### src/rtl/ocp_pkg.sv
package ocp_pkg;

  typedef enum logic {
    CH_RUN  = 1'b0,
    CH_TRIP = 1'b1
  } ch_state_e;

  function automatic int larger_of(input int a, input int b);
    return (a > b) ? a : b;
  endfunction

endpackage

### src/rtl/ocp_chan.sv
module ocp_chan
  import ocp_pkg::*;
#(
  parameter int DEG_CYC   = 350,
  parameter int RETRY_CYC = 120000,
  parameter int CW        = 17
) (
  input  logic clk,
  input  logic rst_n,
  input  logic lim_i,
  input  logic clr_i,
  input  logic uv_i,
  output logic fault_o
);

  localparam logic [CW-1:0] DEG_LAST   = CW'(DEG_CYC - 1);
  localparam logic [CW-1:0] RETRY_LAST = CW'(RETRY_CYC - 1);

  ch_state_e     state_q, state_d;
  logic [CW-1:0] cnt_q, cnt_d;
  logic          upd_en;

  always_comb begin
    state_d = state_q;
    cnt_d   = cnt_q;
    if (clr_i || uv_i) begin
      state_d = CH_RUN;
      cnt_d   = '0;
    end else begin
      case (state_q)
        CH_RUN: begin
          if (lim_i) begin
            if (cnt_q == DEG_LAST) begin
              state_d = CH_TRIP;
              cnt_d   = '0;
            end else begin
              cnt_d = cnt_q + 1'b1;
            end
          end else begin
            cnt_d = '0;
          end
        end
        CH_TRIP: begin
          if (cnt_q == RETRY_LAST) begin
            state_d = CH_RUN;
            cnt_d   = '0;
          end else begin
            cnt_d = cnt_q + 1'b1;
          end
        end
        default: begin
          state_d = CH_RUN;
          cnt_d   = '0;
        end
      endcase
    end
  end

  assign upd_en = clr_i | uv_i | lim_i | (state_q == CH_TRIP) | (cnt_q != '0);

  always_ff @(posedge clk or negedge rst_n) begin
    if (!rst_n) begin
      state_q <= CH_RUN;
      cnt_q   <= '0;
    end else if (upd_en) begin
      state_q <= state_d;
      cnt_q   <= cnt_d;
    end
  end

  assign fault_o = (state_q == CH_TRIP);


  trip_needs_limit_chk: assert property (@(posedge clk) disable iff (!rst_n)
    $rose(fault_o) |-> $past(lim_i));


  low_blocks_trip_chk: assert property (@(posedge clk) disable iff (!rst_n)
    (!lim_i && !fault_o) |=> !fault_o);


  clear_drops_trip_chk: assert property (@(posedge clk) disable iff (!rst_n)
    clr_i |=> !fault_o);


  uv_drops_trip_chk: assert property (@(posedge clk) disable iff (!rst_n)
    uv_i |=> !fault_o);

endmodule

### src/rtl/ocp_gate.sv
module ocp_gate #(
  parameter int NCH = 4
) (
  input  logic [NCH-1:0] req_i,
  input  logic [NCH-1:0] trip_i,
  input  logic           ot_i,
  input  logic           uv_i,
  output logic [NCH-1:0] on_o,
  output logic           fault_n_o
);

  logic kill_all;

  assign kill_all  = ot_i | uv_i;
  assign on_o      = req_i & ~trip_i & {NCH{~kill_all}};
  assign fault_n_o = ~((|trip_i) | ot_i);

endmodule

### src/rtl/ocp_guard.sv
module ocp_guard
  import ocp_pkg::*;
#(
  parameter int NCH       = 4,
  parameter int DEG_CYC   = 350,
  parameter int RETRY_CYC = 120000
) (
  input  logic           clk,
  input  logic           rst_n,
  input  logic [NCH-1:0] lim_i,
  input  logic           ot_i,
  input  logic           uv_i,
  input  logic           clr_i,
  input  logic [NCH-1:0] req_i,
  output logic [NCH-1:0] on_o,
  output logic           fault_n_o
);

  localparam int CW = $clog2(larger_of(DEG_CYC, RETRY_CYC) + 1);

  logic [NCH-1:0] trip;

  for (genvar g = 0; g < NCH; g++) begin : g_chan
    ocp_chan #(
      .DEG_CYC  (DEG_CYC),
      .RETRY_CYC(RETRY_CYC),
      .CW       (CW)
    ) u_chan (
      .clk    (clk),
      .rst_n  (rst_n),
      .lim_i  (lim_i[g]),
      .clr_i  (clr_i),
      .uv_i   (uv_i),
      .fault_o(trip[g])
    );
  end

  ocp_gate #(
    .NCH(NCH)
  ) u_gate (
    .req_i    (req_i),
    .trip_i   (trip),
    .ot_i     (ot_i),
    .uv_i     (uv_i),
    .on_o     (on_o),
    .fault_n_o(fault_n_o)
  );


  tripped_is_off_chk: assert property (@(posedge clk) disable iff (!rst_n)
    (on_o & trip) == '0);


  trip_lowers_flag_chk: assert property (@(posedge clk) disable iff (!rst_n)
    (|trip) |-> !fault_n_o);


  hot_all_off_chk: assert property (@(posedge clk) disable iff (!rst_n)
    ot_i |-> (on_o == '0 && !fault_n_o));


  uv_all_off_chk: assert property (@(posedge clk) disable iff (!rst_n)
    uv_i |-> on_o == '0);

endmodule

### config.mk
export PLATFORM = sky130hd
export DESIGN_NAME = ocp_guard
export DESIGN_NICKNAME = d
export VERILOG_FILES = /design/src/rtl/ocp_pkg.sv /design/src/rtl/ocp_chan.sv /design/src/rtl/ocp_gate.sv /design/src/rtl/ocp_guard.sv
export SDC_FILE = /design/constraint.sdc
export NUM_CORES = 1
export LEC_CHECK = 0
export BUFFER_PORTS_ARGS = -buffer_cell sky130_fd_sc_hd__clkbuf_2
export CAP_MARGIN = 20
export CORE_ASPECT_RATIO = 1.1
export CORE_MARGIN = 2
export CORE_UTILIZATION = 45
export CTS_CLUSTER_SIZE = 24
export DETAILED_ROUTE_END_ITERATION = 16
export GPL_TIMING_DRIVEN = 1
export PLACE_DENSITY_LB_ADDON = 0.12
export SYNTH_ARGS = -nofsm -noshare
export SYNTH_HDL_FRONTEND = slang
export SYNTH_HIERARCHICAL = 1
export SYNTH_SLANG_ARGS = --single-unit
### constraint.sdc
create_clock -name clk -period 2.85 [get_ports clk]
set_input_delay 0.57 -clock clk [delete_from_list [all_inputs] [get_ports clk]]
set_output_delay 0.57 -clock clk [all_outputs]
set_load 0.1 [all_outputs]
==> run metrics <==
final hold violations=0; pin count of the biggest net entering global routing=73; CP endpoint kind=output pin; Max-Cap Viols=0; reg2reg start=g_chan[0].u_chan/cnt_q[9]; Worst R2R End=g_chan[0].u_chan/cnt_q[10]; Initial Util=45.80%; total power per unit cell area=427.8 nW/um2; clock transition at the registers of the reported paths=0.08 ns; antenna-violating nets left=0; post-synthesis sequential area ratio=42.49%; clock network latency to the later pin of the worst-skew pair=0.36 ns; Site Rows=37; Mapped Area=4240 um2; total track usage=19.32%; setup TNS=0 ns; clk buf depth=2; initial antenna violation count=0; first-pass GRT wire length=15.28 mm; most frequent cells in the layout=dfrtp_1 (72), nor2_1 (59), nand3_1 (44), xnor2_1 (44), nand2_1 (26); vias in the first global route=3255; root buffer cell=clkbuf_8; Die Area=10220 um2; GR Overflow Total=0; port bufs=17; f_max=0.3967 GHz; FF/Latch Area=1802 um2; Synth area leaders=dfrtp_1 (42%), xnor2_1 (9.1%), nor2_1 (5.2%); per-cell routed wire length=15.36 um; final period utilization=88.45%; CTS sink cnt=72; Final Skew=0.009377 ns; worst path arrival time=1.95 ns; die span in x=96.56 um; area leader, netlist=dfrtp_1; DR iter-0 viols=111; area occupied by multi-input gates=2359 um2; Avg Synthesized Cell Area=9.593 um2; vias per cell=5.628; Mapped Cells=442; Post-CTS Setup Inserts=0; Final min period=2.521 ns; Remaining DRCs=0; Synth Register Bits=72; CP max FO=7; hpwl dp=6.266 mm; TritonRoute pass-1 iters=4; status=completed; H-tree Lvls=3; Core Footprint=9259 um2; final WL=8.907 mm; via count=3264; reg-to-reg slack, setup=0.70 ns; Gates resized, CTS repair=0; Ports=18; syn nets=467; critical path data required time=2.28 ns; die height=105.8 um; NumNets Final=483; area grow syn2layout=9.708%; endpoints failing setup=0; worst rel slew slack=38.98%; Yosys cell types=38; actual slew at the worst max-slew pin=0.9152 ns; diode count=0; max-slew violation count=0; Final GP Congestion=0.8422; layout cells sized above 1=19.44%; synth warn=6; CTS Hold Bufs=0; Worst setup SP type=flop; unrepaired setup endpoints after global routing=false; CTS tree=yes; most common cell after layout, fill and taps aside=dfrtp_1; Hold WS=0.3424 ns; WS Path Type=reg2out; Fillers=887; Num CTS Buffers=9; peak supply drop=0.2192 mV; share of the synthesized area in the top cell type=42.49%; r2r worst-path depth=5; Leak=1.762 nW; worst min-delay path class=in2async
## metrics by stage
stage                     total power [mW]  util, %  worst slack [ns]  cell area, um2  std cells
final                                1.990    50.24            0.3293            4652        580
after global routing                 2.085    50.24            0.2186            4652        580
after CTS                            2.028    50.24            0.3060            4652        580
after detailed placement             1.193    48.11            0.5088            4454        564
after global placement               1.191    48.11            0.5264            4454        564
after floorplan                      1.141        -           0.05358            4300        442
## state kept, by name (all words and copies together), names as in the netlist
| signal | count |
|---|---|
| g_chan.u_chan/fault_o | 4 |
| g_chan.u_chan/cnt_q | 68 |
## how the worst max path moves through the flow
stage	slack, ns	startpoint	end
after floorplan	0.05	ot_i	fault_n_o
final	0.33	g_chan[1].u_chan/fault_o	fault_n_o
after global routing	0.22	g_chan[1].u_chan/fault_o	fault_n_o
after global placement	0.53	ot_i	fault_n_o
after detailed placement	0.51	ot_i	fault_n_o
after CTS	0.31	g_chan[1].u_chan/fault_o	fault_n_o
## layer usage
| metal | GRT usage (%) | wire, um | vias up |
|---|---|---|---|
| li1 | - | - | 1569 |
| met5 | 0 | 0 | - |
| met1 | 25.56 | 4183 | 1611 |
| met3 | 4.932 | 359 | 14 |
| met4 | 8.149 | 209 | 0 |
| met2 | 29.81 | 4154 | 70 |
## logic make-up (layout without fill, tap and decap cells)
logic type                 Yosys count  after routing  synth area share, %
AOI/OAI and AO/OA                   20             20                5.370
xor gates and xnor gates            60             60                12.39
adders and majority gates           12             12                3.541
and+or+nand+nor                    250            250                32.90
buffers and inverters               28             49                3.305
DFF                                 72             72                42.49
## cell usage after synthesis (all sizes together)
library cell	n
and4	8
or4	3
nor2	83
inv	16
or2	4
a311oi	4
ha	12
and3	12
o21ai	8
xnor2	44
xor2	16
buf	8
nor4	16
nand2	26
nor4b	8
and2	4
a31oi	4
clkbuf	4
nor3	20
nand4	12
nor2b	4
a21oi	4
dfrtp	72
nand3	44
or3	6
## power by group
group / switching, mW / total, mW / internal (mW) / leakage, nW
registers: 0.00685 / 1.03 / 1.02 / 1.00
clock network: 0.394 / 0.821 / 0.427 / 0.0993
logic: 0.102 / 0.138 / 0.0363 / 0.659
total: 0.503 / 1.99 / 1.49 / 1.76
## critical path: stages (launching register included)
cell and delay [ns]:
dfrtp_1 0.48, or4_1 0.56, nor2_1 0.10, clkbuf_2 0.46
## final cells by class
type,count,area share (%)
clock inverters,5,1.210
clock buffers,11,3.039
flip-flops and latches,72,38.73
repair buffers,17,1.883
inverters,16,1.291
well taps,117,3.147
multi-input cells,342,50.70
Power figures use the tool's default switching activity.
